File: src/rtl/lrs_pkg.sv
package lrs_pkg;
   typedef enum logic [2:0] {
      ST_IDLE,
      ST_CAP_RD,
      ST_CAP_WR,
      ST_SNAP_RD,
      ST_CTL_RD,
      ST_CTL_WR,
      ST_POLL
   } lrs_state_e;

   localparam int unsigned SPD_W   = 4;
   localparam int unsigned SPD_LSB = 0;
   localparam int unsigned WID_W   = 5;
   localparam int unsigned WID_LSB = 4;
endpackage

File: src/rtl/lrs_wait_timer.sv
module lrs_wait_timer #(
   parameter int unsigned CNT_W = 16
) (
   input  logic             clk,
   input  logic             rst_n,
   input  logic             clear_i,
   input  logic             run_i,
   input  logic [CNT_W-1:0] limit_i,
   output logic             expired_o
);
   logic [CNT_W-1:0] cnt_q;

   always_ff @(posedge clk or negedge rst_n) begin
      if (!rst_n)
         cnt_q <= '0;
      else if (clear_i)
         cnt_q <= '0;
      else if (run_i && (cnt_q != {CNT_W{1'b1}}))
         cnt_q <= cnt_q + 1'b1;
   end

   assign expired_o = (cnt_q >= limit_i);
endmodule

File: src/rtl/lrs_snap_store.sv
module lrs_snap_store #(
   parameter int unsigned NUM_SNAP = 3,
   parameter int unsigned IDX_W    = 2,
   parameter int unsigned SPD_W    = 4,
   parameter int unsigned WID_W    = 5
) (
   input  logic                      clk,
   input  logic                      rst_n,
   input  logic                      clr_i,
   input  logic                      load_i,
   input  logic [IDX_W-1:0]          idx_i,
   input  logic [SPD_W-1:0]          speed_i,
   input  logic [WID_W-1:0]          width_i,
   output logic [NUM_SNAP*SPD_W-1:0] speed_o,
   output logic [NUM_SNAP*WID_W-1:0] width_o
);
   for (genvar g = 0; g < NUM_SNAP; g++) begin : g_slot
      logic [SPD_W-1:0] spd_q;
      logic [WID_W-1:0] wid_q;

      always_ff @(posedge clk or negedge rst_n) begin
         if (!rst_n) begin
            spd_q <= '0;
            wid_q <= '0;
         end else if (clr_i) begin
            spd_q <= '0;
            wid_q <= '0;
         end else if (load_i && (idx_i == IDX_W'(g))) begin
            spd_q <= speed_i;
            wid_q <= width_i;
         end
      end

      assign speed_o[g*SPD_W +: SPD_W] = spd_q;
      assign width_o[g*WID_W +: WID_W] = wid_q;
   end
endmodule

File: src/rtl/link_retrain_seq.sv
module link_retrain_seq
   import lrs_pkg::*;
#(
   parameter int unsigned DATA_W      = 32,
   parameter int unsigned ADDR_W      = 2,
   parameter int unsigned ADDR_CAP    = 0,
   parameter int unsigned ADDR_CTL    = 1,
   parameter int unsigned ADDR_STS    = 2,
   parameter int unsigned NUM_PASSES  = 2,
   parameter int unsigned TMO_W       = 16,
   parameter int unsigned RETRAIN_BIT = 5,
   parameter int unsigned TRAIN_BIT   = 11,
   parameter logic [DATA_W-1:0] CAP_SET = DATA_W'(32'h0000_0002),
   parameter logic [DATA_W-1:0] CAP_CLR = DATA_W'(32'h0003_F00F)
) (
   input  logic                                clk,
   input  logic                                rst_n,
   input  logic                                start_i,
   input  logic [TMO_W-1:0]                    tmo_limit_i,
   output logic                                reg_req_o,
   output logic                                reg_we_o,
   output logic [ADDR_W-1:0]                   reg_addr_o,
   output logic [DATA_W-1:0]                   reg_wdata_o,
   input  logic                                reg_ack_i,
   input  logic [DATA_W-1:0]                   reg_rdata_i,
   output logic                                done_o,
   output logic                                err_o,
   output logic [(NUM_PASSES+1)*SPD_W-1:0]     snap_speed_o,
   output logic [(NUM_PASSES+1)*WID_W-1:0]     snap_width_o
);
   localparam int unsigned NUM_SNAP = NUM_PASSES + 1;
   localparam int unsigned IDX_W    = (NUM_SNAP > 1) ? $clog2(NUM_SNAP) : 1;
   localparam logic [DATA_W-1:0] RT_MASK = DATA_W'(1) << RETRAIN_BIT;

   initial begin
      assert (NUM_PASSES >= 1) else $error("NUM_PASSES must be at least 1");
      assert (TRAIN_BIT < DATA_W && RETRAIN_BIT < DATA_W) else $error("bit index out of range");
      assert (WID_LSB + WID_W <= DATA_W) else $error("status fields exceed DATA_W");
      assert (ADDR_STS < (1 << ADDR_W)) else $error("address does not fit ADDR_W");
      assert ((CAP_SET & ~CAP_CLR) == '0) else $error("CAP_SET outside CAP_CLR");
   end

   lrs_state_e        state_q;
   logic [IDX_W-1:0]  pass_q;
   logic [DATA_W-1:0] hold_q;
   logic              done_q, err_q;
   logic              xfer, train_busy, last_pass, tmo_hit;
   logic              snap_load, snap_clr;
   logic [IDX_W-1:0]  snap_idx;

   // Register port outputs follow the state
   always_comb begin
      reg_req_o   = (state_q != ST_IDLE);
      reg_we_o    = (state_q == ST_CAP_WR) || (state_q == ST_CTL_WR);
      reg_addr_o  = ADDR_W'(ADDR_STS);
      reg_wdata_o = '0;
      unique case (state_q)
         ST_CAP_RD: reg_addr_o = ADDR_W'(ADDR_CAP);
         ST_CAP_WR: begin
            reg_addr_o  = ADDR_W'(ADDR_CAP);
            reg_wdata_o = (hold_q & ~CAP_CLR) | CAP_SET;
         end
         ST_CTL_RD: reg_addr_o = ADDR_W'(ADDR_CTL);
         ST_CTL_WR: begin
            reg_addr_o  = ADDR_W'(ADDR_CTL);
            reg_wdata_o = hold_q | RT_MASK;
         end
         default: ;
      endcase
   end

   assign xfer       = reg_req_o && reg_ack_i;
   assign train_busy = reg_rdata_i[TRAIN_BIT];
   assign last_pass  = (pass_q == IDX_W'(NUM_PASSES - 1));

   always_ff @(posedge clk or negedge rst_n) begin
      if (!rst_n) begin
         state_q <= ST_IDLE;
         pass_q  <= '0;
         hold_q  <= '0;
         done_q  <= 1'b0;
         err_q   <= 1'b0;
      end else begin
         unique case (state_q)
            ST_IDLE: if (start_i) begin
               state_q <= ST_CAP_RD;
               pass_q  <= '0;
               done_q  <= 1'b0;
               err_q   <= 1'b0;
            end
            ST_CAP_RD: if (xfer) begin
               hold_q  <= reg_rdata_i;
               state_q <= ST_CAP_WR;
            end
            ST_CAP_WR:  if (xfer) state_q <= ST_SNAP_RD;
            ST_SNAP_RD: if (xfer) state_q <= ST_CTL_RD;
            ST_CTL_RD: if (xfer) begin
               hold_q  <= reg_rdata_i;
               state_q <= ST_CTL_WR;
            end
            ST_CTL_WR:  if (xfer) state_q <= ST_POLL;
            ST_POLL: if (xfer) begin
               if (!train_busy) begin
                  if (last_pass) begin
                     state_q <= ST_IDLE;
                     done_q  <= 1'b1;
                  end else begin
                     pass_q  <= pass_q + 1'b1;
                     state_q <= ST_CTL_RD;
                  end
               end else if (tmo_hit) begin
                  state_q <= ST_IDLE;
                  err_q   <= 1'b1;
               end
            end
            default: state_q <= ST_IDLE;
         endcase
      end
   end

   lrs_wait_timer #(.CNT_W(TMO_W)) u_timer (
      .clk       (clk),
      .rst_n     (rst_n),
      .clear_i   (state_q != ST_POLL),
      .run_i     (state_q == ST_POLL),
      .limit_i   (tmo_limit_i),
      .expired_o (tmo_hit)
   );

   assign snap_clr  = (state_q == ST_IDLE) && start_i;
   assign snap_load = xfer && ((state_q == ST_SNAP_RD) ||
                               ((state_q == ST_POLL) && !train_busy));
   assign snap_idx  = (state_q == ST_SNAP_RD) ? '0 : pass_q + 1'b1;

   lrs_snap_store #(
      .NUM_SNAP (NUM_SNAP),
      .IDX_W    (IDX_W),
      .SPD_W    (SPD_W),
      .WID_W    (WID_W)
   ) u_snap (
      .clk     (clk),
      .rst_n   (rst_n),
      .clr_i   (snap_clr),
      .load_i  (snap_load),
      .idx_i   (snap_idx),
      .speed_i (reg_rdata_i[SPD_LSB +: SPD_W]),
      .width_i (reg_rdata_i[WID_LSB +: WID_W]),
      .speed_o (snap_speed_o),
      .width_o (snap_width_o)
   );

   assign done_o = done_q;
   assign err_o  = err_q;
endmodule

File: config.mk
export PLATFORM = sky130hd
export DESIGN_NAME = link_retrain_seq
export DESIGN_NICKNAME = d
export VERILOG_FILES = /design/src/rtl/lrs_pkg.sv /design/src/rtl/lrs_wait_timer.sv /design/src/rtl/lrs_snap_store.sv /design/src/rtl/link_retrain_seq.sv
export SDC_FILE = /design/constraint.sdc
export NUM_CORES = 1
export LEC_CHECK = 0
export ABC_AREA = 1
export BUFFER_PORTS_ARGS = -buffer_cell sky130_fd_sc_hd__buf_4
export CORE_ASPECT_RATIO = 0.8
export CORE_MARGIN = 10
export CORE_UTILIZATION = 57
export DETAILED_ROUTE_END_ITERATION = 10
export GPL_TIMING_DRIVEN = 0
export PLACE_DENSITY = 0.94
export SYNTH_ARGS = -nofsm -noshare
export SYNTH_HDL_FRONTEND = slang
export SYNTH_SLANG_ARGS = --single-unit
File: constraint.sdc
create_clock -name clk -period 2.95 [get_ports clk]
set_input_delay 0.885 -clock clk [delete_from_list [all_inputs] [get_ports clk]]
set_output_delay 0.885 -clock clk [all_outputs]
set_load 0.01 [all_outputs]
[Word level (Yosys, flattened, before mapping)]
Index checks and enable logic that the tools add are counted.
Word-level totals
  register bits after elaboration: 82
  input bits: 52
  output and inout bits: 65
  word-level logic and storage cells: 108
Cells by class
  $add $sub $neg: 2
  magnitude comparators: 1
  eq/ne operators: 24
  multiplexer cells: 42
  reductions and logical operators: 27
Operators by type and width (count)
  32-bit case mux with 2 select lines: 1
  16-bit 2-to-1 mux: 2
  3-bit 2-to-1 mux: 10
  5-bit 2-to-1 mux: 6
  4-bit 2-to-1 mux: 6
  2-bit inequality test (second input constant): 12
  3-bit case mux with 7 select lines: 1
  16-bit by 1-bit adder with 16-bit output (second input constant): 1
  16-bit >= comparator: 1
  16-bit inequality test (second input constant): 1
  5-bit AND reduction: 3
  2-bit 2-to-1 mux: 5
  2-bit nonzero test: 5
  3-bit equality test (second input constant): 3
  1-bit logical AND: 8
  2-bit case mux with 2 select lines: 2
  8-bit AND reduction: 1
  1-bit 2-to-1 mux: 7
  3-bit by 2-bit equality test with 1-bit output (second input constant): 2
  3-bit inequality test (second input constant): 2
  2-bit OR reduction: 3
  2-bit by 1-bit equality test with 1-bit output (second input constant): 2
  1-bit case mux with 2 select lines: 2
  3-bit by 1-bit equality test with 1-bit output (second input constant): 1
  other kinds (8): 9

[Logic depth before layout (Yosys ltp)]
Gate-level depths: netlist (run 1).
  word-level depth: 7
  depth in mapped cells: 14
  depth with buffers taken out: 14

[Hierarchy]
A second synthesis (run 1) with hierarchy kept.
Second synthesis, totals
  cell total of the unflattened synthesis: 634
  area total of the unflattened synthesis: 4728.3 um^2
By module, submodules not included
  link_retrain_seq: instances 1, cells an instance 288, area each 2098.3 um^2, sequential area each 975.9 um^2
  lrs_wait_timer: instances 1, cells an instance 204, area each 1392.6 um^2, sequential area each 400.4 um^2
  lrs_snap_store: instances 1, cells an instance 142, area each 1237.4 um^2, sequential area each 675.6 um^2

[Least setup slack after synthesis (run 1)]
No wires, ideal clock.
  path kind: register to output
  start point: register state_q[2]
  end point: output port reg_wdata_o[10]
  arrival: 1.466 ns
  data required time: 2.065 ns
  setup slack: 0.599 ns
  stages on the path, launching flop included: 8
  path buffers: 2
  path through: dfrtp_1 -> buf_2 -> nor3_1 -> inv_1 -> nand2_1 -> inv_1 -> clkbuf_1 -> nor2_1
Between the ends
  longest elaborated chain between the ends: 2
  elaborated cells on any way between the ends: 3
  those cells by class: eq/ne: 2; mux: 1
Ends and longest elaborated chain
  start: declaration: line link_retrain_seq.sv:43  | lrs_state_e state_q;
  start signal: assignment: line link_retrain_seq.sv:78  | state_q <= ST_IDLE;
  start signal: assignment: line link_retrain_seq.sv:86  | state_q <= ST_CAP_RD;
  start signal: assignment: line link_retrain_seq.sv:93  | state_q <= ST_CAP_WR;
  3-bit equality test or 3-bit by 2-bit equality test with 1-bit output (tied branches): line link_retrain_seq.sv:57  | unique case (state_q)
  32-bit case mux with 2 select lines (*): line link_retrain_seq.sv:57
  end: declaration: line link_retrain_seq.sv:23  | output logic [DATA_W-1:0] reg_wdata_o,
Mark *: on every way between the ends. The rest lies on a longest branch, timed or not.

[Worst setup path after layout (run 1)]
  start point: register state_q[2]
  end point: output port reg_wdata_o[7]
Same word-level chain as after synthesis.

==> metrics.yaml, run 1 <==
run_status:
  outcome: "completed"
critical_path:
  reg2regPathDepth: 12
  critPathMaxStageDelay_ns: 0.36
  r2r-start: "u_timer.cnt_q[7]"
  cp-start-kind: "flip-flop"
  crit_start: "state_q[2]"
  crit_required_ns: 2.07
  crit_path_end_kind: "primary output"
  crit_fanout: 10
  path_class: "flip-flop to primary output"
  reg2reg_slack_ns: 1.11
  critPathArrivalTime_ns: 1.95
  path_cells: "buf_2 -> nor3_4 -> inv_1 -> nand2_2 -> inv_1 -> buf_2 -> nor2_1 -> buf_4"
  critical_path.slowest_cell: "dfrtp_1"
grt:
  grt_pass1_wl_mm: 19.2
  grt_pass1_vias: 4137
  grt_use_met3: 0.0599
  gr-total-overflow: 0
  grt_max_degree: 83
  met1_usage: 0.243
  use_met2: 0.343
  grt_util_all_layers: 0.207
  busiest_layer: "met2"
  grt_antenna_before_repair: 0
placement:
  placed_area_um2: 5220
  port_buffers: 116
  dp.cells: 744
  dp_hpwl_mm: 9.10
  gp_congestion: 0.952
hold_path:
  hp-start: "u_snap.g_slot[2].spd_q[2]"
  hp-class: "flip-flop to flip-flop"
  worstHoldPathCells: 2
route:
  routed_wl_mm: 11.8
  drt_iter0_drc: 301
  wire_per_inst_um: 15.5
  drtAntennaViolNets: 0
  drc: 0
  num_vias: 4133
  vias_per_cell: 5.44
  dr.pass1.iters: 6
power:
  cellPowerDensity_nw_per_um2: 852
  power.combinational.fraction: 0.472
  power_mw: 4.62
  p_clk_frac: 0.166
  ir_drop_mv: 0.676
  switching_share: 0.414
  internal-power_mw: 2.71
  seq_power_share: 0.363
  p_sw_mw: 1.91
  leakage_nw: 2.98
synth:
  synth.area.top_cells: "dfrtp_1 48%, nor2_1 7.8%, inv_1 7.3%"
  ys_seq_area_frac: 0.484
  synthFlopType: "dfrtp_1"
  yosysTopAreaCellShare: 0.484
  synth-edff-count: 0
  syn-num-nets: 608
  syn_inst: 538
  avgSynthCellArea_um2: 7.88
  yosys.area.top_type: "dfrtp_1"
  yosysMostFrequentCell: "nor2_1"
  synth_common_cells: "88 x nor2_1, 83 x inv_1, 83 x nand2_1, 82 x dfrtp_1, 44 x a21oi_1"
  ys_warn_count: 0
  syn_area_um2: 4240
  synth_cell_types: 27
  async_flop_share: 1.00
  yosys_register_bits: 82
die:
  die_w_um: 116
  dieArea_um2: 11300
  rows: 28
  fp.dieH_um: 97.1
  core_um2: 7320
  io_pins: 117
  start_util: 0.579
final_layout:
  stdcell_area_um2: 5420
  layout-drive-gt1-share: 0.246
  area_delta_synth_final_pct: 27.9
  stdcell_count: 760
  diodes: 0
  nNetsFinal: 735
  n_fill_cell: 521
sta:
  setup_viol: 0
  worst_slew_pin_slew_ns: 0.993
  clock.fmax_mhz: 353
  min_period_over_period: 0.961
  final.min_clock_period_ns: 2.84
  rsz0062_at_grt: "no"
  maxSlewViolCount: 0
  relSlewSlack: 0.338
  fin_skew_ns: 0.00932
  fin_tns_setup_ns: 0
  hold_viol: 0
  hold_slack_ns: 0.499
cts:
  htree_levels: 3
  clk_pin_slew_ns: 0.09
  numCtsBuffers: 9
  clk_latency_ns: 0.36
  cts_buffer_depth: 2
  clock-root-buffer: "clkbuf_8"
  numClockSinks: 82
  cts_setup_buffers: 0
  cts_tree: "built"
run:
  drv_cap: 0
registers in the layout, summed over array words and instances (netlist names):
name / flops
u_timer.cnt_q: 16
pass_q: 2
hold_q: 32
done_o: 1
u_snap.g_slot.spd_q: 12
state_q: 3
u_snap.g_slot.wid_q: 15
err_o: 1
area by class of cell:
cell class / count / area [µm²] / share of cell area
Clock inverter: 7 / 60.1 / 0.0111
Multi-Input combinational cell: 350 / 1780 / 0.328
Sequential cell: 82 / 2050 / 0.378
Buffer: 19 / 100 / 0.0185
Timing Repair Buffer: 116 / 871 / 0.161
Clock buffer: 9 / 124 / 0.0228
Inverter: 87 / 327 / 0.0602
Tap cell: 90 / 113 / 0.0208
final timing paths:
kind                                              to
max                                   reg_wdata_o[7]
min in group asynchronous  u_snap.g_slot[2].wid_q[4]
min reg2reg                u_snap.g_slot[2].spd_q[2]
max in group asynchronous           u_timer.cnt_q[2]
max reg2reg                               state_q[0]
min                        u_snap.g_slot[2].spd_q[2]
layout by cell type, fill, tap and decap left out, types with 2 or more instances in the layout:
cell type     n
nand3_2       2
nand3_1      40
nor3_1        3
a21oi_1      44
nand2_1      82
a211oi_1      2
clkbuf_8      9
nand4_1       5
a31oi_1       5
clkbuf_1      3
buf_4       117
inv_6         3
inv_1        83
clkinvlp_4    3
o21ai_0      23
o21ai_1      22
xor2_1        3
inv_2         4
dfrtp_1      82
nand2_2       5
buf_2        14
mux2_2        2
ha_1         18
nor2_1       88
cells by family (layout without fill, tap and decap cells):
kind of cell               Yosys count  in the layout  share of synthesized area
adders and majority gates           18             18                     0.0531
AOI/OAI and AO/OA                   99             99                      0.123
and+or+nand+nor                    228            228                      0.228
xor gates and xnor gates             3              3                    0.00620
muxes                                2              2                    0.00531
buffers and inverters              106            238                      0.100
DFF                                 82             82                      0.484
metal layers:
metal | wire, µm | share of wire
met1 | 4710 | 0.40
met5 | 0 | 0
met2 | 5840 | 0.49
met4 | 316 | 0.027
met3 | 931 | 0.079
repair_timing:
action / 4_1_cts / 5_1_grt
setup endpoints to repair: 20 / 20
hold buffers: 0 / 0
gates resized for setup: 3 / 4
metrics by stage:
stage,setup slack (ns),utilization
5_1_grt,0.0148,0.741
3_5_place_dp,0.264,0.713
4_1_cts,0.0122,0.739
2_1_floorplan,0.599,-
3_3_place_gp,0.320,0.713
6_report,0.115,0.741
power groups by stage:
| stage | combinational (mW) | clock [mW] | sequential, mW |
|---|---|---|---|
| global route | 2.41 | 0.823 | 1.71 |
| floorplan | 1.12 | 0 | 1.72 |
| detailed placement | 2.13 | 0 | 1.70 |
| finish | 2.18 | 0.765 | 1.67 |
| global placement | 2.05 | 0 | 1.67 |
| CTS | 2.16 | 0.771 | 1.67 |
worst max-delay path, delay by kind of cell, from the launching register on:
family	cells	cell delay, ns
buffers and inverters	5	0.72
DFF	1	0.36
and+or+nand+nor	3	0.49
(Power assumes the default switching activity.)
==> run 2, diff against run 1 <==
--- a/config.mk
+++ b/config.mk
@@ -5,7 +5,6 @@
 export SDC_FILE = /design/constraint.sdc
 export NUM_CORES = 1
 export LEC_CHECK = 0
-export ABC_AREA = 1
 export BUFFER_PORTS_ARGS = -buffer_cell sky130_fd_sc_hd__buf_4
 export CORE_ASPECT_RATIO = 0.8
 export CORE_MARGIN = 10
==> run 2 against run 1 <==
  * Sequential power about the same
  * Global-route usage is 0.59 points lower
  * Area after synthesis shrank 0.80%
  * Synthesized cell count down 27%
  * Highest routed layer unchanged
  * Critical path type unchanged
  * Count of clock-buffer cells in the layout is 1 higher
  * First-iteration DRC count down 24%
  * Combinational power shrank 15%
  * Die area shrank 0.65%
  * Largest power group unchanged
  * Worst setup slack improved by 0.010 ns
==> metrics.yaml, run 2 <==
run_status:
  outcome: "completed"
critical_path:
  r2r-start: "u_timer.cnt_q[13]"
  path_delay_family: "buffers and inverters"
  critPathMaxStageDelay_ns: 0.47  # +0.11 ns
  crit_required_ns: 2.07  # about the same
  critical_path.slowest_cell: "dfrtp_1"
  crit_start: "state_q[0]"
  cp_num_buf_inv: 3  # -2
  crit_path_end_kind: "primary output"
  crit_fanout: 10  # unchanged
  path_class: "flip-flop to primary output"
  cp-start-kind: "flip-flop"
  path_cells: "clkbuf_2 -> nor2_1 -> a21oi_2 -> buf_2 -> nor2b_1 -> buf_4"
  critPathArrivalTime_ns: 1.94  # about the same
power:
  power.combinational.fraction: 0.423  # -0.049
  internal-power_mw: 2.82  # +4.1%
  p_clk_frac: 0.195  # +0.029
  seq_power_share: 0.382  # +0.019
  p_sw_mw: 1.56  # -19%
  cellPowerDensity_nw_per_um2: 811  # -4.8%
  switching_share: 0.356  # -0.0581
  ir_drop_mv: 0.459  # -32%
  leakage_nw: 2.73  # -8.6%
  power_mw: 4.38  # -5.3%
synth:
  syn-num-nets: 462  # -24%
  synth_cell_types: 44  # +63%
  ys_seq_area_frac: 0.488  # +0.00389
  yosys.area.top_type: "dfrtp_1"
  syn_area_um2: 4210  # -0.80%
  synthFlopType: "dfrtp_1"
  avgSynthCellArea_um2: 10.7  # +36%
  synth.area.top_cells: "dfrtp_1 49%, mux2_2 8.3%, mux2i_1 7.1%"
  yosys_register_bits: 82  # unchanged
  yosysTopAreaCellShare: 0.488  # +0.00389
  yosysMostFrequentCell: "dfrtp_1"
  synth_common_cells: "82 x dfrtp_1, 49 x nor2_1, 31 x mux2_2, 30 x mux2i_1"
  synth-edff-count: 0  # unchanged
  async_flop_share: 1.00  # unchanged
  ys_warn_count: 0  # unchanged
  syn_inst: 392  # -27%
grt:
  use_met2: 0.335  # -0.00811
  grt_pass1_vias: 3661  # -12%
  met1_usage: 0.223  # -0.0197
  grt_max_degree: 83  # unchanged
  busiest_layer: "met2"
  grt_antenna_before_repair: 0  # unchanged
  grt_use_met3: 0.0924  # +0.0325
  gr-total-overflow: 0  # unchanged
  grt_util_all_layers: 0.201  # -0.00588
  grt_pass1_wl_mm: 18.3  # -4.7%
sta:
  fin_skew_ns: 0.0135  # +0.00419 ns
  relSlewSlack: 0.326  # -0.0122
  worst_slew_pin_slew_ns: 1.01  # +0.0184 ns
  final.min_clock_period_ns: 2.82  # -0.0105 ns
  clock.fmax_mhz: 354  # +0.37%
  maxSlewViolCount: 0  # unchanged
  rsz0062_at_grt: "no"
  setup_viol: 0  # unchanged
  final.setup.worst_slack_ns: 0.125  # +0.0105 ns
  min_period_over_period: 0.957  # -0.00355
  fin_tns_setup_ns: 0  # unchanged
  hold_viol: 0  # unchanged
cts:
  cts_setup_buffers: 0  # unchanged
  numClockSinks: 82  # unchanged
  cts_buffer_depth: 2  # unchanged
  clock-root-buffer: "clkbuf_8"
  clk_latency_ns: 0.35  # about the same
  cts_tree: "built"
  clk_pin_slew_ns: 0.08  # about the same
  htree_levels: 3  # unchanged
  numCtsBuffers: 9  # unchanged
route:
  wire_per_inst_um: 18.6  # +20%
  num_vias: 3471  # -16%
  dr.pass1.iters: 5  # -1
  drtAntennaViolNets: 0  # unchanged
  drt_iter0_drc: 228  # -24%
  drc: 0  # unchanged
  routed_wl_mm: 11.3  # -3.9%
  vias_per_cell: 5.69  # +4.6%
placement:
  gp_congestion: 0.933  # -1.9%
  port_buffers: 115  # -0.86%
  dp.cells: 594  # -20%
  dp_slack_ns: 0.278  # +0.0149 ns
  placed_area_um2: 5180  # -0.86%
  dp_hpwl_mm: 8.59  # -5.6%
final_layout:
  largest_register_ffs: 32  # unchanged
  reg_top3: "hold_q (32), u_timer.cnt_q (16), u_snap.g_slot.wid_q (15)"
  stdcell_count: 610  # -20%
  stdcell_area_um2: 5400  # -0.51%
  regMostFlops: "hold_q"
  nNetsFinal: 588  # -20%
  layout_common_cells: "118 x buf_4, 82 x dfrtp_1, 49 x nor2_1, 31 x mux2_2, 30 x mux2i_1"
  final_common_cell: "buf_4"
  area_delta_synth_final_pct: 28.3
  diodes: 0  # unchanged
  layout-drive-gt1-share: 0.356  # +0.109
die:
  die_w_um: 116  # -0.33%
  io_pins: 117  # unchanged
  start_util: 0.598  # +0.0195
  fp.dieH_um: 96.8  # -0.32%
  core_um2: 7030  # -4.0%
  rows: 27  # -3.6%
  dieArea_um2: 11200  # -0.65%
run:
  drv_cap: 0  # unchanged
hold_path:
  hp-start: "hold_q[26]"
  hp-class: "flip-flop to flip-flop"
run 2: cell count changes after synthesis, sizes merged, moves of 32 or more:
cell | before | now
a21oi | 44 | 12
nand2 | 87 | 16
nor2 | 88 | 49
o21ai | 46 | 9
inv | 87 | 23
run 2: path summary, 6_finish.rpt:
check / end / slack (ns) / depth (start not counted)
max reg2reg: err_o / 0.82 / 6
min: hold_q[26] / 0.49 / 1
min in group asynchronous: hold_q[28] / 0.70 / 1
max in group asynchronous: u_timer.cnt_q[13] / 1.60 / 1
min reg2reg: hold_q[26] / 0.49 / 1
max: reg_wdata_o[25] / 0.13 / 6
run 2: layout make-up:
| cell class | instances | area, µm² |
|---|---|---|
| fillers | 456 | 1630 |
| clock inverters | 6 | 72.6 |
| multi-input cells | 269 | 1980 |
| repair buffers | 115 | 863 |
| well taps | 87 | 109 |
| plain buffers | 18 | 95.1 |
| clock buffers | 10 | 138 |
| flip-flops and latches | 82 | 2050 |
| inverters | 23 | 86.3 |
run 2: power by group through the flow:
stage / Clock [mW] / Combinational (mW) / Sequential [mW]
2_1_floorplan: 0 / 1.04 / 1.66
3_3_place_gp: 0 / 1.75 / 1.66
3_5_place_dp: 0 / 1.83 / 1.69
4_1_cts: 0.863 / 1.85 / 1.67
5_1_grt: 0.906 / 2.01 / 1.72
6_report: 0.851 / 1.85 / 1.67
run 2: repair_timing:
item	4_1_cts	5_1_grt
setup endpoints to repair	20	20
resized for setup	1	2
cloned	0	0
hold buffers	0	0
run 2: stage by stage:
step	hold slack, ns	utilization
4_1_cts	0.488	0.767
2_1_floorplan	0.450	-
3_3_place_gp	0.461	0.737
3_5_place_dp	0.469	0.737
6_report	0.486	0.768
5_1_grt	0.517	0.768
run 2: cells by family (layout without fill, tap and decap cells):
group / after synthesis / count (layout) / share of synthesized area
adders and majority gates: 18 / 18 / 0.0536
muxes: 62 / 62 / 0.157
xor gates and xnor gates: 9 / 9 / 0.0187
and+or+nand+nor: 142 / 142 / 0.178
buffers and inverters: 41 / 172 / 0.0422
DFF: 82 / 82 / 0.488
AOI/OAI and AO/OA: 38 / 38 / 0.0628
run 2: per-layer routing:
| layer | vias up | routed length (µm) |
|---|---|---|
| met5 | - | 0 |
| met4 | 0 | 243 |
| met3 | 25 | 1240 |
| met2 | 151 | 5590 |
| met1 | 1692 | 4260 |
| li1 | 1603 | - |
run 2: worst register-to-register path, cell delays in order, from the launching register on:
cell	delay (ns)
dfrtp_1	0.44
ha_1	0.32
nand4_1	0.13
or3_1	0.45
a2111oi_2	0.37
nor3_1	0.10
o31ai_1	0.23
